### config.mk
export PLATFORM = sky130hd
export DESIGN_NAME = qr_gate_timer
export DESIGN_NICKNAME = d
export VERILOG_FILES = /design/src/rtl/qr_gate_pkg.sv /design/src/rtl/qr_valley_counter.sv /design/src/rtl/qr_phase_timer.sv /design/src/rtl/qr_supp_select.sv /design/src/rtl/qr_gate_timer.sv
export SDC_FILE = /design/constraint.sdc
export NUM_CORES = 1
export LEC_CHECK = 0
export CAP_MARGIN = 10
export CORE_ASPECT_RATIO = 0.5
export CORE_MARGIN = 8
export CORE_UTILIZATION = 40
export CTS_CLUSTER_DIAMETER = 80
export CTS_CLUSTER_SIZE = 25
export DETAILED_ROUTE_END_ITERATION = 8
export GPL_TIMING_DRIVEN = 0
export PLACE_DENSITY = 0.63
export SETUP_SLACK_MARGIN = 0.15
export SLEW_MARGIN = 20
export SYNTH_ARGS = -nofsm -noshare
export SYNTH_HDL_FRONTEND = slang
export SYNTH_SLANG_ARGS = --single-unit
### constraint.sdc
create_clock -name clk -period 4.56 [get_ports clk]
set_clock_uncertainty 0.2 [all_clocks]
set_input_delay 0.912 -clock clk [delete_from_list [all_inputs] [get_ports clk]]
set_output_delay 0.912 -clock clk [all_outputs]
set_load 0.01 [all_outputs]
### src/rtl/qr_gate_pkg.sv
package qr_gate_pkg;

  // Switching phase of the gate sequencer.
  typedef enum logic {
    PH_OFF = 1'b0,
    PH_ON  = 1'b1
  } phase_e;

  // Largest of the timing limits; sizes the shared phase timer.
  function automatic int span_max(input int a, input int b, input int c,
                                  input int d, input int e);
    int m;
    m = a;
    if (b > m) m = b;
    if (c > m) m = c;
    if (d > m) m = d;
    if (e > m) m = e;
    return m;
  endfunction

endpackage

### src/rtl/qr_valley_counter.sv
// Saturating count of zero-crossing pulses seen while counting is allowed.
module qr_valley_counter #(
  parameter int CNT_W = 3
) (
  input  logic             clk,
  input  logic             rst_n,
  input  logic             clr,
  input  logic             count_en,
  input  logic             zc_pulse,
  output logic [CNT_W-1:0] count
);

  localparam logic [CNT_W-1:0] CNT_TOP = '1;

  logic at_top;
  assign at_top = (count == CNT_TOP);

  always_ff @(posedge clk or negedge rst_n) begin
    if (!rst_n) begin
      count <= '0;
    end else if (clr) begin
      count <= '0;
    end else if (count_en && zc_pulse && !at_top) begin
      count <= count + 1'b1;
    end
  end

endmodule

### src/rtl/qr_phase_timer.sv
// Cycle counter for the current phase; clears on each phase change, saturates.
module qr_phase_timer #(
  parameter int TMR_W = 8
) (
  input  logic             clk,
  input  logic             rst_n,
  input  logic             clr,
  output logic [TMR_W-1:0] value
);

  localparam logic [TMR_W-1:0] TMR_TOP = '1;

  always_ff @(posedge clk or negedge rst_n) begin
    if (!rst_n) begin
      value <= '0;
    end else if (clr) begin
      value <= '0;
    end else if (value != TMR_TOP) begin
      value <= value + 1'b1;
    end
  end

endmodule

### src/rtl/qr_supp_select.sv
// Captures the ringing level at turn-off and presents the last masked
// off-phase cycle index. Reset and disable select the long mask.
module qr_supp_select #(
  parameter int SHORT_CYC = 4,
  parameter int LONG_CYC  = 12,
  parameter int TMR_W     = 8
) (
  input  logic             clk,
  input  logic             rst_n,
  input  logic             clr,
  input  logic             capture,
  input  logic             ring_hi,
  output logic [TMR_W-1:0] mask_last
);

  localparam logic [TMR_W-1:0] SHORT_LAST = TMR_W'(SHORT_CYC - 1);
  localparam logic [TMR_W-1:0] LONG_LAST  = TMR_W'(LONG_CYC - 1);

  logic short_q;

  always_ff @(posedge clk or negedge rst_n) begin
    if (!rst_n) begin
      short_q <= 1'b0;
    end else if (clr) begin
      short_q <= 1'b0;
    end else if (capture) begin
      short_q <= ring_hi;
    end
  end

  assign mask_last = short_q ? SHORT_LAST : LONG_LAST;

endmodule

### src/rtl/qr_gate_timer.sv
// Valley-switching gate sequencer for quasi-resonant operation.
module qr_gate_timer
  import qr_gate_pkg::*;
#(
  parameter int CNT_W          = 3,
  parameter int SUPP_SHORT_CYC = 312,
  parameter int SUPP_LONG_CYC  = 3125,
  parameter int OFF_MAX_CYC    = 5250,
  parameter int LEB_CYC        = 41,
  parameter int ON_MAX_CYC     = 3750
) (
  input  logic             clk,
  input  logic             rst_n,
  input  logic             en,
  input  logic             zc_pulse,
  input  logic             ring_hi,
  input  logic             cs_trip,
  input  logic [CNT_W-1:0] valley_target,
  output logic             gate,
  output logic [CNT_W-1:0] zc_count
);

  localparam int SPAN  = span_max(SUPP_SHORT_CYC, SUPP_LONG_CYC, OFF_MAX_CYC,
                                  LEB_CYC, ON_MAX_CYC);
  localparam int TMR_W = $clog2(SPAN + 1);

  localparam logic [TMR_W-1:0] OFF_LAST = TMR_W'(OFF_MAX_CYC - 1);
  localparam logic [TMR_W-1:0] LEB_LAST = TMR_W'(LEB_CYC - 1);
  localparam logic [TMR_W-1:0] ON_LAST  = TMR_W'(ON_MAX_CYC - 1);

  phase_e           phase_q;
  phase_e           phase_d;
  logic [TMR_W-1:0] tmr;
  logic [TMR_W-1:0] mask_last;
  logic             in_off;
  logic             in_on;
  logic             mask_done;
  logic             valleys_met;
  logic             off_expired;
  logic             trip_honoured;
  logic             on_expired;
  logic             turn_on;
  logic             turn_off;

  assign in_off = (phase_q == PH_OFF);
  assign in_on  = (phase_q == PH_ON);

  // Turn-on decision: mask elapsed and enough valleys, or off-time limit.
  assign mask_done   = (tmr >= mask_last);
  assign valleys_met = (zc_count >= valley_target);
  assign off_expired = (tmr >= OFF_LAST);
  assign turn_on     = en && in_off && ((mask_done && valleys_met) || off_expired);

  // Turn-off decision: comparator after blanking, or on-time limit.
  assign trip_honoured = cs_trip && (tmr >= LEB_LAST);
  assign on_expired    = (tmr >= ON_LAST);
  assign turn_off      = en && in_on && (trip_honoured || on_expired);

  always_comb begin
    phase_d = phase_q;
    if (!en) begin
      phase_d = PH_OFF;
    end else if (turn_on) begin
      phase_d = PH_ON;
    end else if (turn_off) begin
      phase_d = PH_OFF;
    end
  end

  always_ff @(posedge clk or negedge rst_n) begin
    if (!rst_n) begin
      phase_q <= PH_OFF;
    end else begin
      phase_q <= phase_d;
    end
  end

  qr_phase_timer #(
    .TMR_W (TMR_W)
  ) u_timer (
    .clk   (clk),
    .rst_n (rst_n),
    .clr   (!en || turn_on || turn_off),
    .value (tmr)
  );

  qr_valley_counter #(
    .CNT_W (CNT_W)
  ) u_valleys (
    .clk      (clk),
    .rst_n    (rst_n),
    .clr      (!en || turn_on),
    .count_en (in_off),
    .zc_pulse (zc_pulse),
    .count    (zc_count)
  );

  qr_supp_select #(
    .SHORT_CYC (SUPP_SHORT_CYC),
    .LONG_CYC  (SUPP_LONG_CYC),
    .TMR_W     (TMR_W)
  ) u_mask (
    .clk       (clk),
    .rst_n     (rst_n),
    .clr       (!en),
    .capture   (turn_off),
    .ring_hi   (ring_hi),
    .mask_last (mask_last)
  );

  // Disable drops the gate in the same cycle, ahead of the phase register.
  assign gate = in_on && en;

endmodule

==> flow_metrics.env, run 1 <==
export IMPL_gp_congestion=0.8649
export IMPL_totalWireLength_mm=3.103
export IMPL_drt_iter0_drc=64
export IMPL_ctsHtreeMaxLevel=1
export IMPL_die_height_microns=57.65
export IMPL_clk_sinks=18
export IMPL_floorplan_initialDensity=0.4107
export IMPL_met3_usage=0.03341
export IMPL_globalRoute_totalOverflow=0
export IMPL_cts_reportedPaths_clkPinSlew_ns=0.07
export IMPL_fp_coreArea_sq_um=3378
export IMPL_synth_seq_cells=18
export IMPL_slew_limit_headroom=0.4449
export IMPL_hp_class="flip-flop to flip-flop"
export IMPL_grt_first_pass_wirelength_mm=5.361
export IMPL_post_route_drc_count=0
export IMPL_tritoncts="yes"
export IMPL_area_growth_synth_to_final_pct=16.41
export IMPL_timing_max_cap_violations=0
export IMPL_antenna_cells=0
export IMPL_finish_instance_area_sq_um=1615
export IMPL_power_leakage_nw=0.7004
export IMPL_pwr_density_cell_nw_per_um2=214.1
export IMPL_max_vdd_ir_drop_v=0.00008372
export IMPL_detail_route_wl_per_cell_microns=15.36
export IMPL_timing_final_max_slew_violations=0
export IMPL_number_of_global_route_vias_before_repair=1112
export IMPL_hpwl_mm=2.308
export IMPL_rsz0062_at_grt="no"
export IMPL_ctsResizeCount=0
export IMPL_via_count=1136
export IMPL_placement_io_buffers=12
export IMPL_setup_viol_count_final=0
export IMPL_postPlaceCellArea_sq_um=1560
export IMPL_ctsHoldBuffers=0
export IMPL_cts_path_max_buffers=2
export IMPL_synth_distinct_cells=43
export IMPL_fp_dieArea_sq_um=5724
export IMPL_yosysWarningCount=0
export IMPL_run_status="finished clean"
export IMPL_min_period_over_period=0.8681
export IMPL_globalRouteTotalUtil=0.1161
export IMPL_detail_route_vias_per_cell=5.624
export IMPL_postCtsSetupRepairBufs=0
export IMPL_post_route_util=0.4781
export IMPL_ys_seq_area_frac=0.3246
export IMPL_grt_start_max_net_pins=19
export IMPL_ios=13
export IMPL_crit_required_ns=3.45
export IMPL_synth_area_sq_um=1388
export IMPL_antenna_found_initial=0
export IMPL_firstDrtPassIters=4
export IMPL_crit_type="input pin to output pin"
export IMPL_most_common_library_cell_in_the_layout_ignoring_fill_and_taps="dfrtp_1"
export IMPL_groute_layer_met1_usage=0.1515
export IMPL_rows=15
export IMPL_fin_crit_ns=3.959
export IMPL_antenna_violating_nets_post_route=0
export IMPL_fin_tns_setup_ns=0
export IMPL_syn_num_nets=166
export IMPL_crit_path_start_kind="input pin"
export IMPL_grt_busiest_layer="met2"
export IMPL_cts_root_buf="clkbuf_8"
export IMPL_numCtsBuffers=3
export IMPL_max_freq_ghz=0.2526
export IMPL_nets=183
export IMPL_die_x_microns=99.30
export IMPL_avgSynthCellArea_sq_um=9.636
export IMPL_worst_skew_pair_late_latency_ns=0.26
export IMPL_final_cell_mix="18 x dfrtp_1, 13 x ha_1, 12 x clkdlybuf4s50_1, 8 x inv_1, 8 x nand2_1"
export IMPL_end_kind="output pin"
export IMPL_hold_viol_final=0
export IMPL_post_route_cells_drive_above_1_share=0.1375
export IMPL_worstPathArrival_ns=2.85
export IMPL_post_synth_inst_count=144
export IMPL_setup_reg_to_reg_worst_slack_ns=2.07
export IMPL_groute_layer_met2_usage=0.1803
export IMPL_layout_filler_cells=321
export IMPL_worstPathMaxFanout=10
export IMPL_worst_slew_pin_transition_ns=0.8301
-- sequential cells by signal, summed over array words and instances (netlist names) --
register,count
u_timer.value,13
u_valleys.count,3
in_on,1
u_mask.short_q,1
-- final cells by class --
cell class | count | area (sq um) | share of cell area
Buffer | 8 | 51.30 | 0.03176
Clock buffer | 4 | 55.05 | 0.03408
Inverter | 8 | 30.03 | 0.01859
Multi-Input combinational cell | 110 | 855.8 | 0.5298
Sequential cell | 18 | 450.4 | 0.2789
Tap cell | 42 | 52.55 | 0.03253
Timing Repair Buffer | 12 | 120.1 | 0.07436
-- cells in the mapped netlist, drive strengths merged --
cell type / n / area (sq um)
nand4bb: 1 / 11.26
o32a: 1 / 11.26
nor3b: 1 / 7.510
or2: 1 / 6.260
o21ai: 4 / 20.02
a211oi: 14 / 140.1
nand3: 7 / 35.03
and4: 1 / 8.760
ha: 13 / 162.7
a21oi: 6 / 30.03
nor4: 5 / 37.53
nand2b: 1 / 6.260
o211ai: 3 / 22.52
or4: 1 / 11.26
xnor2: 6 / 52.55
a221oi: 1 / 8.760
inv: 8 / 30.03
o311a: 1 / 10.01
nand4: 4 / 25.02
mux2i: 3 / 30.03
nor3: 1 / 5.000
a2111oi: 1 / 8.760
a311oi: 1 / 15.01
xor2: 4 / 35.03
and3: 7 / 45.05
nand2: 9 / 36.29
o22ai: 1 / 6.260
a21o: 1 / 7.510
clkbuf: 2 / 7.510
dfrtp: 18 / 450.4
nand4b: 1 / 8.760
nor2: 6 / 22.52
nor2b: 1 / 6.260
o21a: 2 / 15.01
o31ai: 1 / 7.510
buf: 6 / 43.79
-- metal layers --
metal,vias to the layer above,part of all wire
met3,4,0.055
met4,0,0.0090
met1,531,0.50
met2,29,0.44
li1,572,-
met5,-,0
-- critical path, cell delays in order --
cell	delay, ns
clkdlybuf4s50_1	0.55
inv_1	0.23
buf_1	0.53
nor2_1	0.11
clkdlybuf4s50_1	0.50
-- metrics by stage --
step	total power, mW	setup WS [ns]	hold WS, ns	cells
finish	0.3458	0.6013	0.4216	202
floorplan	0.1942	1.898	0.3610	144
global route	0.3596	0.5145	0.4818	202
detailed placement	0.2156	0.5955	0.4148	198
global placement	0.2142	0.6163	0.4150	198
CTS	0.3489	0.5955	0.4278	202
-- kinds of logic after synthesis --
group,count (synthesis),share of synthesized area
AOI/OAI and AO/OA,37,0.2182
xor gates and xnor gates,10,0.06312
adders and majority gates,13,0.1172
buffers and inverters,16,0.05861
DFF,18,0.3246
muxes,3,0.02164
and+or+nand+nor,47,0.1966
-- where the power goes --
group / switching [mW] / total, mW / internal [mW]
Clock: 0.0569 / 0.134 / 0.0769
Combinational: 0.0217 / 0.0428 / 0.0212
Sequential: 0.00549 / 0.169 / 0.164
Total: 0.0841 / 0.346 / 0.262
-- final timing paths --
| check | from | endpoint | cells after the start |
|---|---|---|---|
| worst max-delay path | en | gate | 5 |
| worst min-delay path | u_valleys.count[0]$_DFFE_PN0P_ | u_valleys.count[0]$_DFFE_PN0P_ | 2 |
| worst max register to register | u_timer.value[0]$_DFFE_PN0P_ | u_timer.value[10]$_DFFE_PN0P_ | 8 |
| worst min register to register | u_valleys.count[0]$_DFFE_PN0P_ | u_valleys.count[0]$_DFFE_PN0P_ | 2 |
| max in group asynchronous | rst_n | u_timer.value[10]$_DFFE_PN0P_ | 1 |
| min in group asynchronous | rst_n | u_timer.value[11]$_DFFE_PN0P_ | 1 |
Power figures use the tool's default switching activity.
==> run 2, diff against run 1 <==
--- a/config.mk
+++ b/config.mk
@@ -5,7 +5,7 @@
 export SDC_FILE = /design/constraint.sdc
 export NUM_CORES = 1
 export LEC_CHECK = 0
-export CAP_MARGIN = 10
+export CAP_MARGIN = 25
 export CORE_ASPECT_RATIO = 0.5
 export CORE_MARGIN = 8
 export CORE_UTILIZATION = 40
@@ -14,6 +14,7 @@
 export DETAILED_ROUTE_END_ITERATION = 8
 export GPL_TIMING_DRIVEN = 0
 export PLACE_DENSITY = 0.63
+export REMOVE_ABC_BUFFERS = 1
 export SETUP_SLACK_MARGIN = 0.15
 export SLEW_MARGIN = 20
 export SYNTH_ARGS = -nofsm -noshare
==> run 2 against run 1 <==
Against the previous run:
- register-to-register slack worse by 0.16 ns
- sequential cell count did not move
- largest power group unchanged
- utilization shrank 1.3 points
- final area down 2.7%
- maximum frequency is 5.8% higher
- worst setup slack improved by 0.22 ns
- sequential share of layout area is 0.78 points higher
- critical path type unchanged
- largest cell class unchanged
==> flow_metrics.env, run 2 (synthesis results as in run 1) <==
export IMPL_run_status="finished clean"
export IMPL_slew_limit_headroom=0.4264
export IMPL_placement_io_buffers=12
export IMPL_power_leakage_nw=0.6737
export IMPL_crit_type="input pin to output pin"
export IMPL_fin_crit_ns=3.742
export IMPL_crit_path_top_delay_cell="clkdlybuf4s50_1"
export IMPL_hp_class="flip-flop to flip-flop"
export IMPL_die_height_microns=57.65
export IMPL_pwr_density_cell_nw_per_um2=219.2
export IMPL_design_power_total_mw=0.3445
export IMPL_die_x_microns=99.30
export IMPL_end_kind="output pin"
export IMPL_fp_coreArea_sq_um=3378
export IMPL_postCtsSetupRepairBufs=0
export IMPL_ctsResizeCount=0
export IMPL_hold_worst_slack_ns=0.4231
export IMPL_crit_path_start_kind="input pin"
export IMPL_area_growth_synth_to_final_pct=13.26
export IMPL_worstPathArrival_ns=2.63
export IMPL_max_vdd_ir_drop_v=0.00007294
export IMPL_p_seq_frac=0.494
export IMPL_cell_internal_pwr_mw=0.2607
export IMPL_final_cell_mix="18 x dfrtp_1, 13 x ha_1, 12 x clkdlybuf4s50_1, 8 x inv_1, 8 x nand2_1"
export IMPL_number_of_global_route_vias_before_repair=1229
export IMPL_worst_path_buf_inv=3
export IMPL_clk_sinks=18
export IMPL_floorplan_initialDensity=0.4107
export IMPL_gp_congestion=0.8256
export IMPL_fp_dieArea_sq_um=5724
export IMPL_antenna_violating_nets_post_route=0
export IMPL_setup_viol_count_final=0
export IMPL_largest_register="u_timer.value"
export IMPL_timing_final_max_slew_violations=0
export IMPL_slowest_delay_ns=0.63
export IMPL_firstDrtPassIters=4
export IMPL_cpMostUsedCell="clkdlybuf4s50_1"
export IMPL_totalWireLength_mm=3.199
export IMPL_hpwl_mm=2.286
export IMPL_antenna_found_initial=0
export IMPL_ctsHoldBuffers=0
export IMPL_hold_viol_final=0
export IMPL_pwr_share_clk=0.389
export IMPL_nets=176
export IMPL_detail_route_vias_per_cell=5.938
export IMPL_cts_root_buf="clkbuf_8"
export IMPL_post_route_drc_count=0
export IMPL_worstPathMaxFanout=14
export IMPL_cts_path_max_buffers=2
export IMPL_cp_cell_sequence="clkdlybuf4s50_1 > inv_1 > nor2_1 > clkdlybuf4s50_1"
export IMPL_max_freq_ghz=0.2673
export IMPL_antenna_cells=0
export IMPL_ios=13
export IMPL_worst_slew_pin_transition_ns=0.8578
export IMPL_detail_route_wl_per_cell_microns=16.41
export IMPL_fin_tns_setup_ns=0
export IMPL_switching_share=0.2431
export IMPL_grt_start_max_net_pins=19
export IMPL_min_period_over_period=0.8205
export IMPL_cp_top_family="buffers and inverters"
export IMPL_most_common_library_cell_in_the_layout_ignoring_fill_and_taps="dfrtp_1"
export IMPL_layout_top_registers="u_timer.value: 13 flops, u_valleys.count: 3 flops"
export IMPL_cts_reportedPaths_clkPinSlew_ns=0.07
export IMPL_numCtsBuffers=3
export IMPL_timing_max_cap_violations=0
export IMPL_grt_first_pass_wirelength_mm=5.809
export IMPL_globalRoute_totalOverflow=0
export IMPL_globalRouteTotalUtil=0.1245
export IMPL_rsz0062_at_grt="no"
export IMPL_largest_register_ff_count=13
export IMPL_post_route_cells_drive_above_1_share=0.1176
export IMPL_ctsHtreeMaxLevel=1
export IMPL_pwr_share_comb=0.117
export IMPL_switchingPower_mw=0.08374
export IMPL_tritoncts="yes"
export IMPL_via_count=1158
export IMPL_rows=15
export IMPL_drt_iter0_drc=69
export IMPL_worst_skew_pair_late_latency_ns=0.26
export IMPL_crit_required_ns=3.45
## run 2: cell types whose count changed in the layout (fill, tap and decap cells not counted), sizes merged
cell / delta
clkbuf: -2
buf: -5
## run 2: area by class of cell
type | count | area (sq um)
Clock buffer | 4 | 55.05
Multi-Input combinational cell | 110 | 855.8
Timing Repair Buffer | 13 | 127.6
Inverter | 8 | 30.03
Tap cell | 42 | 52.55
Fill cell | 334 | 1807
Sequential cell | 18 | 450.4
## run 2: metal layers
metal,vias up,share of wire,global-route usage
li1,560,-,-
met1,567,0.48,0.1530
met5,-,0,0
met4,0,0.012,0.04264
met3,4,0.055,0.03938
met2,27,0.45,0.2021
## run 2: worst register-to-register path, delay by kind of cell, from the launching register on
kind,cells,cell delay (ns)
flops,1,0.48
fa+ha+maj,1,0.29
simple gates,1,0.04
compound gates,4,1.11
buf+inv,2,0.41
## run 2: path summary, 6_finish.rpt
kind	cells after the start	slack (ns)	start	end
worst max-delay path	4	0.82	en	gate
worst min-delay path	2	0.42	u_valleys.count[0]$_DFFE_PN0P_	u_valleys.count[0]$_DFFE_PN0P_
worst max register to register	8	1.91	u_timer.value[0]$_DFFE_PN0P_	u_timer.value[8]$_DFFE_PN0P_
worst min register to register	2	0.42	u_valleys.count[0]$_DFFE_PN0P_	u_valleys.count[0]$_DFFE_PN0P_
max in group asynchronous	1	2.69	rst_n	u_valleys.count[2]$_DFFE_PN0P_
min in group asynchronous	1	0.94	rst_n	u_timer.value[7]$_DFFE_PN0P_
## run 2: per-stage QoR
step	instance area, sq um	util	instances	setup WS (ns)
2_1_floorplan	1336	-	136	1.760
3_3_place_gp	1509	0.4467	190	0.8014
3_5_place_dp	1516	0.4489	191	0.8239
4_1_cts	1572	0.4652	195	0.8076
5_1_grt	1572	0.4652	195	0.6718
6_report	1572	0.4652	195	0.8183
## run 2: power by group through the flow
stage                     sequential [mW]  combinational [mW]  clock, mW
after floorplan                     0.173              0.0203          0
after detailed placement            0.174              0.0405          0
after global placement              0.173              0.0392          0
after global routing                0.172              0.0470      0.144
final                               0.170              0.0402      0.134
after CTS                           0.170              0.0410      0.137
